==> src/rtl/ctr_pkg.sv <==
package ctr_pkg;

  typedef enum logic [1:0] {
    OP_HOLD  = 2'd0,
    OP_COUNT = 2'd1,
    OP_LOAD  = 2'd2,
    OP_CLEAR = 2'd3
  } ctr_op_e;

  // Fixed priority: clear, then load, then count.
  function automatic ctr_op_e pick_op(input logic clr_n, input logic load_n,
                                      input logic en_p, input logic en_t);
    if (!clr_n)            return OP_CLEAR;
    else if (!load_n)      return OP_LOAD;
    else if (en_p && en_t) return OP_COUNT;
    else                   return OP_HOLD;
  endfunction

endpackage

==> src/rtl/ctr_rst_sync.sv <==
module ctr_rst_sync #(
  parameter int STAGES = 2
) (
  input  logic clk,
  input  logic rst_n,
  output logic rst_n_sync
);
  logic [STAGES-1:0] pipe_r;

  always_ff @(posedge clk or negedge rst_n) begin
    if (!rst_n) pipe_r <= '0;
    else        pipe_r <= {pipe_r[STAGES-2:0], 1'b1};
  end

  assign rst_n_sync = pipe_r[STAGES-1];
endmodule

==> src/rtl/ctr_slice.sv <==
module ctr_slice
  import ctr_pkg::*;
#(
  parameter int W = 4
) (
  input  logic         clk,
  input  logic         rst_n,
  input  logic         clr_n,
  input  logic         load_n,
  input  logic         en_p,
  input  logic         en_t,
  input  logic [W-1:0] d,
  output logic [W-1:0] q,
  output logic         rco
);
  ctr_op_e      op;
  logic [W-1:0] q_r;
  logic [W-1:0] q_nxt;
  logic         upd;

  // next-state
  always_comb begin
    op    = pick_op(clr_n, load_n, en_p, en_t);
    q_nxt = q_r;
    unique case (op)
      OP_CLEAR: q_nxt = '0;
      OP_LOAD:  q_nxt = d;
      OP_COUNT: q_nxt = q_r + W'(1);
      default:  q_nxt = q_r;
    endcase
    upd = (op != OP_HOLD);
  end

  // register with explicit clock enable
  always_ff @(posedge clk or negedge rst_n) begin
    if (!rst_n)   q_r <= '0;
    else if (upd) q_r <= q_nxt;
  end

  assign q   = q_r;
  assign rco = en_t & (&q_r);


  clear_wins_chk: assert property (@(posedge clk) disable iff (!rst_n)
    !clr_n |=> (q == '0));


  load_takes_data_chk: assert property (@(posedge clk) disable iff (!rst_n)
    (clr_n && !load_n) |=> (q == $past(d)));


  count_step_chk: assert property (@(posedge clk) disable iff (!rst_n)
    (clr_n && load_n && en_p && en_t) |=> (q == W'($past(q) + 1'b1)));


  hold_when_idle_chk: assert property (@(posedge clk) disable iff (!rst_n)
    (clr_n && load_n && !(en_p && en_t)) |=> $stable(q));
endmodule

==> src/rtl/ctr_chain.sv <==
module ctr_chain #(
  parameter int STAGES  = 2,
  parameter int SLICE_W = 4,
  parameter int SYNC_FF = 2
) (
  input  logic                        clk,
  input  logic                        rst_n,
  input  logic                        clr_n,
  input  logic                        load_n,
  input  logic                        en_par,
  input  logic                        en_trk,
  input  logic [STAGES*SLICE_W-1:0]   load_val,
  output logic [STAGES*SLICE_W-1:0]   count,
  output logic                        carry_out
);
  localparam int TOTAL_W = STAGES * SLICE_W;

  logic            rst_n_int;
  logic [STAGES:0] trk_chain;

  ctr_rst_sync #(.STAGES(SYNC_FF)) rst_sync_i (
    .clk        (clk),
    .rst_n      (rst_n),
    .rst_n_sync (rst_n_int)
  );

  assign trk_chain[0] = en_trk;

  for (genvar k = 0; k < STAGES; k++) begin : g_slice
    ctr_slice #(.W(SLICE_W)) slice_i (
      .clk    (clk),
      .rst_n  (rst_n_int),
      .clr_n  (clr_n),
      .load_n (load_n),
      .en_p   (en_par),
      .en_t   (trk_chain[k]),
      .d      (load_val[k*SLICE_W +: SLICE_W]),
      .q      (count[k*SLICE_W +: SLICE_W]),
      .rco    (trk_chain[k+1])
    );
  end

  assign carry_out = trk_chain[STAGES];


  carry_qualified_chk: assert property (@(posedge clk) disable iff (!rst_n_int)
    carry_out |-> (en_trk && (&count)));


  carry_complete_chk: assert property (@(posedge clk) disable iff (!rst_n_int)
    (en_trk && (&count)) |-> carry_out);


  full_wrap_chk: assert property (@(posedge clk) disable iff (!rst_n_int)
    (clr_n && load_n && en_par && en_trk && (&count)) |=> (count == '0));


  whole_step_chk: assert property (@(posedge clk) disable iff (!rst_n_int)
    (clr_n && load_n && en_par && en_trk) |=> (count == TOTAL_W'($past(count) + 1'b1)));
endmodule

==> config.mk <==
export PLATFORM = sky130hd
export DESIGN_NAME = ctr_chain
export DESIGN_NICKNAME = d
export VERILOG_FILES = /design/src/rtl/ctr_pkg.sv /design/src/rtl/ctr_rst_sync.sv /design/src/rtl/ctr_slice.sv /design/src/rtl/ctr_chain.sv
export SDC_FILE = /design/constraint.sdc
export NUM_CORES = 1
export LEC_CHECK = 0
export ABC_AREA = 1
export BUFFER_PORTS_ARGS = -buffer_cell sky130_fd_sc_hd__buf_2
export CAP_MARGIN = 20
export CORE_MARGIN = 2
export CORE_UTILIZATION = 45
export CTS_CLUSTER_DIAMETER = 120
export DETAILED_ROUTE_END_ITERATION = 8
export GPL_ROUTABILITY_DRIVEN = 0
export PLACE_DENSITY_LB_ADDON = 0.15
export SYNTH_ARGS = -nofsm -noshare
export SYNTH_HDL_FRONTEND = slang
export SYNTH_SLANG_ARGS = --single-unit
==> constraint.sdc <==
create_clock -name clk -period 1.1 [get_ports clk]
set_input_delay 0.11 -clock clk [delete_from_list [all_inputs] [get_ports clk]]
set_output_delay 0.11 -clock clk [all_outputs]
set_load 0.01 [all_outputs]
# After elaboration in Yosys (flattened, before gate mapping)
# Index checks and enable logic that the tools add are counted.
# Widths: inputs -> output; s select.
# op_classes
eq_ne,6
mux,8
n_bitwise,2
n_reduce_logical,10
add_sub_neg,2
# op_table
op,count
$pmux 4 s3,2
$add 4x1->4 const B,2
$eq 2x2->1 const B,4
$mux 2,4
$reduce_and 4->1,2
$reduce_bool 3->1,2
$eq 2x1->1 const B,2
$reduce_and 2->1,2
$reduce_bool 2->1,2
$and 1x1->1,2
$logic_and 1x1->1,2
$mux 1,2
# totals
register_bits,10
wordCells,31
output_inout_bits,9
input_bits,14

# Depth between registers and ports, before layout
# Gate-level depths: netlist (run 1).
# depth
depth_word,9
ltp_mapped,6

# Cells and area by module
# Synthesis (run 1) repeated with hierarchy kept, for this count alone.
# hier_totals
cells_unflattened,75
area_unflattened_um2,594.3
# by_module_without_submodules
mod,area_per_inst_um2,cells_each,seq_area_each_um2,instances
ctr_slice,270.3,36,100.1,2
ctr_rst_sync,53.8,3,50.0,1

# Worst setup path after synthesis (run 1)
# OpenSTA, ideal clock, no wires.
# synth_timing
path_kind,register to register
startpoint,reg g_slice[0].slice_i.q_r[0]
endpoint,reg g_slice[0].slice_i.q_r[2]
required_ns,0.976
setup_slack_ns,-0.123
t_arrival_ns,1.098
stages_incl_launch_ff,5
path_cell_list,dfrtp_1 -> ha_1 -> or2_2 -> nand3_1 -> nand3_1
# synth_between
elab_chain_len,2
# synth_lines
item,line,rtl
from (decl),ctr_slice.sv:17,logic [W-1:0] q_r;
from (signal assigned),ctr_slice.sv:37,else if (upd) q_r <= q_nxt;
$add 4x1->4,ctr_slice.sv:28,OP_COUNT: q_nxt = q_r + W'(1);
$pmux 4 s3,ctr_slice.sv:25,unique case (op)
# Every way passes these cells.
# A chain may end at the register's enable or synchronous reset.

# Final worst setup path (run 1)
# layout_timing
startpoint,reg g_slice[0].slice_i.q_r[1]
endpoint,out carry_out
# layout_between
elab_chain_len,3
# layout_lines
item,line,rtl
$reduce_and 4->1,ctr_slice.sv:41,assign rco = en_t & (&q_r);
$and 1x1->1 (2 in series),ctr_slice.sv:41,
to (decl),ctr_chain.sv:14,output logic carry_out
# Every way passes these cells.

==> impl_metrics.tcl, run 1 <==
set metrics [dict create \
    clock_sinks 10 \
    synth.yosys.seq_area_share 0.425 \
    dieWidth_um 40.2 \
    post-place-ws_ps 4.03 \
    clock-skew-final_ps 15.0 \
    cp-start-kind "flop" \
    fin_area_um2 873 \
    ys_top_cells_by_area "dfrtp_1, nand2_1, nand3_1" \
    grt_max_degree 9 \
    critPathKind "reg -> out" \
    rsz0062_at_grt "true" \
    antenna_found_initial 0 \
    netlist.top_cell.by_area "dfrtp_1" \
    finalHoldViolations 0 \
    period_needed_ps 1250 \
    start_util 0.464 \
    async_flop_share 1.00 \
    period_share 1.14 \
    clk_path_buf_depth 2 \
    die_h_um 40.2 \
    violations "negative setup slack" \
    arrival_ps 1140 \
    syn_nets 90 \
    cts_tree "yes" \
    nFillCells 108 \
    hold_path_class "in -> reg" \
    cts-root-buf "clkbuf_4" \
    p_leak_nw 0.453 \
    nets 126 \
    synth.distinct_cells 18 \
    ant_nets 0 \
    ir_worst_vdd_uv 628 \
    num_vias 621 \
    worst_ep_required_time_ps 990 \
    area_delta_synth_final_pct 48.2 \
    synth_area_per_cell_um2 7.96 \
    syn_inst 74 \
    diodes 0 \
    ys_ff_latch 10 \
    end_kind "primary output" \
    first_iter_violations 11 \
    viasPerCell 5.01 \
    syn_area_um2 589 \
    crit_fanout 3 \
    synth_edf_count 0 \
    powerDensity_nw_per_um2 971 \
    finalSetupViolCount 6 \
    setup_ws_ps -149 \
    grt_pass1_wl_mm 2.21 \
    drcViolationCount 0 \
    detail_route.wl_per_cell_um 11.5 \
    ios 23 \
    report.final.slew_viol_count 0 \
    grt_usage 0.217 \
    max_freq_mhz 801 \
    overflow 0 \
    whs_ps 55.2 \
    synth_most_common_cell "nand2_1" \
    drv_cap 0 \
    synthFlopType "dfrtp_1" \
    grt_pass1_vias 551 \
    num_rows 13 \
    r2r_cells 7 \
    status "finished, violations left" \
    place_area_um2 767 \
    power_uw 848 \
    first_pass_iters 4 \
    die-area_um2 1620 \
    drive_above_1_share 0.459 \
    port_buffers 22 \
    clk_pin_slew_ps 70 \
    htree_levels 1 \
    synth_commonest_cells "nand2_1, nand3_1, dfrtp_1" \
    clkLatencyLatePin_ps 260 \
    ys_warn_count 0 \
    tns_ps -630 \
    coreArea_um2 1270 \
    synth_top_area_share 0.425 \
    dp_hpwl_mm 1.02 \
    whs_path_depth 3 \
    cts_buffers 3 \
    wirelength_mm 1.42 \
]
-- area by class of cell --
| class | instances | area (um2) | area share |
|---|---|---|---|
| multi-input combinational | 57 | 353 | 0.404 |
| sequential | 10 | 251 | 0.288 |
| timing repair buffer | 31 | 198 | 0.226 |
| clock buffer | 4 | 26.3 | 0.0301 |
| inverter | 7 | 26.3 | 0.0301 |
| tap | 15 | 18.8 | 0.0215 |
-- report_power, final --
group / leakage (nW) / internal (mW) / switching [mW]
registers: 0.128 / 0.389 / 0.0293
logic: 0.310 / 0.0859 / 0.0830
clock network: 0.0150 / 0.139 / 0.121
-- worst paths after layout --
path / from / to / slack (ps)
hold reg to reg: rst_sync_i.pipe_r[1] / g_slice[0].slice_i.q[1] / 120
min in group asynchronous: rst_sync_i.pipe_r[1] / g_slice[0].slice_i.q[1] / 120
setup / recovery: g_slice[0].slice_i.q[1] / carry_out / -150
setup reg to reg: g_slice[0].slice_i.q[1] / g_slice[1].slice_i.q[2] / -140
max in group asynchronous: rst_sync_i.pipe_r[1] / g_slice[0].slice_i.q[0] / 700
hold / removal: load_val[1] / g_slice[0].slice_i.q[1] / 60
-- per-stage QoR --
stage                     instances   util
after CTS                       123  0.673
final                           124  0.688
after global routing            124  0.688
after global placement          116  0.605
after floorplan                  74      -
after detailed placement        116  0.605
-- registers in the layout, indices dropped and copies added (netlist names) --
register           flops
g_slice.slice_i.q      8
rst_sync_i.pipe_r      2
-- cells in the final DEF (no fill, tap or decap), drive strengths merged --
cell / n
conb: 1
ha: 2
dfrtp: 10
o211ai: 1
buf: 30
nand4: 3
inv: 6
nor2: 6
clkinv: 1
nand3: 17
xor2: 1
or2: 1
nand3b: 1
dlygate4sd3: 1
nand2: 24
clkbuf: 4
-- timing repair --
| action | 4_1_cts | 5_1_grt |
|---|---|---|
| hold endpoints to repair | 2 | 0 |
| pin swaps | 6 | 3 |
| hold buffers | 1 | 0 |
| setup buffers | 2 | 2 |
| resized for setup | 6 | 4 |
| setup endpoints to repair | 5 | 8 |
-- per-layer routing --
| layer | global-route usage | wire length [um] |
|---|---|---|
| met1 | 0.240 | 578 |
| met2 | 0.391 | 762 |
| met5 | 0 | 0 |
| met4 | 0.100 | 21 |
| met3 | 0.0500 | 62 |
-- logic make-up after synthesis --
| kind of cell | Yosys count | synth area share |
|---|---|---|
| XOR/XNOR | 1 | 0.0149 |
| flip-flops | 10 | 0.425 |
| buffers and inverters | 7 | 0.0446 |
| other | 1 | 0.00636 |
| AND/OR/NAND/NOR | 52 | 0.454 |
| adder cells (fa/ha/maj) | 2 | 0.0425 |
| AO/OA/AOI/OAI | 1 | 0.0127 |
-- worst max-delay path, cell delays in order (launching register included) --
cell and delay [ps]:
dfrtp_1 410, ha_4 170, nand3_4 70, nor2_1 90, buf_2 130
Note: power is estimated with default switching activity, not from simulation.
==> run 2, diff against run 1 <==
--- a/config.mk
+++ b/config.mk
@@ -9,7 +9,7 @@
 export BUFFER_PORTS_ARGS = -buffer_cell sky130_fd_sc_hd__buf_2
 export CAP_MARGIN = 20
 export CORE_MARGIN = 2
-export CORE_UTILIZATION = 45
+export CORE_UTILIZATION = 35
 export CTS_CLUSTER_DIAMETER = 120
 export DETAILED_ROUTE_END_ITERATION = 8
 export GPL_ROUTABILITY_DRIVEN = 0
==> run 2 against run 1 <==
Against the previous run: the run still ends with negative setup slack left; final area fell by 0.43%; core utilization fell by 12 points; sequential power barely moved; power rose by 0.38%.
==> impl_metrics.tcl, run 2 (synthesized netlist as in run 1, its figures left out) <==
set metrics [dict create \
    swShare 0.281 \
    grt_pass1_vias 549 \
    r2r_cells 5 \
    die-area_um2 2030 \
    seq_power_share 0.489 \
    placed_cells 119 \
    diodes 0 \
    dieWidth_um 45.0 \
    worst-path-stages 4 \
    switching_power_uw 240 \
    first_pass_iters 4 \
    max_freq_mhz 810 \
    end_kind "primary output" \
    ir_worst_vdd_uv 708 \
    path_buf_inv 1 \
    clkLatencyLatePin_ps 260 \
    htree_levels 1 \
    drcViolationCount 0 \
    cpPeakStageDelay_ps 360 \
    detail_route.wl_per_cell_um 11.2 \
    start_util 0.382 \
    nFillCells 146 \
    violations "negative setup slack" \
    status "finished, violations left" \
    finalHoldViolations 0 \
    coreArea_um2 1540 \
    cts-root-buf "clkbuf_4" \
    cts_tree "yes" \
    mostFrequentLayoutCells "nand2_1, buf_2, nand3_1" \
    worst_ep_required_time_ps 990 \
    ios 23 \
    largest_reg_flops 8 \
    clk_pin_slew_ps 70 \
    hold_path_class "in -> reg" \
    path_cells "ha_2, nand4_1, nor2_1, buf_2" \
    powerDensity_nw_per_um2 979 \
    viasPerCell 4.84 \
    cp-start-kind "flop" \
    internal_power_uw 612 \
    clk_path_buf_depth 2 \
    overflow 0 \
    finalSetupViolCount 3 \
    grt_max_degree 9 \
    setup_ws_ps -135 \
    fin_cells 126 \
    die_h_um 45.0 \
    period_share 1.12 \
    pwr-share-clk 0.316 \
    cp_top_family "flip-flops" \
    nets 127 \
    port_buffers 22 \
    whs_path_depth 3 \
    grt_usage 0.162 \
    crit_fanout 2 \
    drv_cap 0 \
    num_vias 610 \
    p_leak_nw 0.455 \
    clock_sinks 10 \
    drive_above_1_share 0.464 \
    num_rows 14 \
    report.final.slew_viol_count 0 \
    arrival_ps 1130 \
    power_uw 851 \
    grt_pass1_wl_mm 2.36 \
    antenna_found_initial 0 \
    ant_nets 0 \
    clock-skew-final_ps 3.38 \
    comb_power_share 0.195 \
    wirelength_mm 1.41 \
    cts_buffers 3 \
    first_iter_violations 16 \
    cp_slowest_cell "dfrtp_1" \
    critPathKind "reg -> out" \
    rsz0062_at_grt "true" \
    period_needed_ps 1240 \
    dp_hpwl_mm 1.11 \
    area_delta_synth_final_pct 47.6 \
]
==> run 2: tightest hold or removal path: stages <==
cell     delay, ps
buf_2           70
nand2_1         40
nand3_1         70
==> run 2: path summary, 6_finish.rpt <==
check / start / to / slack, ps
max: g_slice[1].slice_i.q[0] / carry_out / -140
min: load_val[5] / g_slice[1].slice_i.q[1] / 70
max reg2reg: g_slice[0].slice_i.q[0] / g_slice[0].slice_i.q[2] / -70
min reg2reg: rst_sync_i.pipe_r[1] / g_slice[0].slice_i.q[3] / 150
max in group asynchronous: rst_sync_i.pipe_r[1] / g_slice[0].slice_i.q[0] / 670
min in group asynchronous: rst_sync_i.pipe_r[1] / g_slice[0].slice_i.q[3] / 150
==> run 2: repair_timing <==
item	4_1_cts	5_1_grt
pin swaps	7	3
endpoints found under the hold margin	2	0
buffers inserted	2	0
endpoints found under the setup margin	4	8
hold buffers	1	0
resized for setup	5	2
==> run 2: final cells by class <==
cell class                 count  area, um2  share of cell area
sequential                    10        253               0.291
multi-input combinational     57        353               0.406
clock buffer                   4       26.3              0.0302
timing repair buffer          32        191               0.220
tap                           16       20.0              0.0230
inverter                       7       26.3              0.0302
==> run 2: per-stage QoR <==
step / instance area, um2 / worst slack, ps / hold WS [ps] / setup TNS [ps] / utilization
after floorplan: 601 / -56.4 / -186 / -177 / -
after CTS: 863 / -140 / 66.2 / -198 / 0.560
after global placement: 783 / 27.3 / -105 / 0 / 0.508
after detailed placement: 783 / -6.87 / -103 / -8.29 / 0.508
after global routing: 870 / -198 / 61.8 / -505 / 0.564
final: 870 / -135 / 66.6 / -213 / 0.564
==> run 2: routing by layer <==
layer  global-route usage  up-vias  part of all wire
li1                     -      316                 -
met1                0.228      281              0.48
met2                0.229       11              0.47
met3               0.0480        2             0.046
met4               0.0706        0            0.0064
met5                    0        -                 0
==> run 2: power by group through the flow <==
stage | clock [mW] | sequential, mW | combinational (mW)
after floorplan | 0 | 0.432 | 0.0556
after global placement | 0 | 0.419 | 0.155
after detailed placement | 0 | 0.420 | 0.156
after CTS | 0.273 | 0.416 | 0.166
after global routing | 0.301 | 0.420 | 0.186
final | 0.269 | 0.417 | 0.166
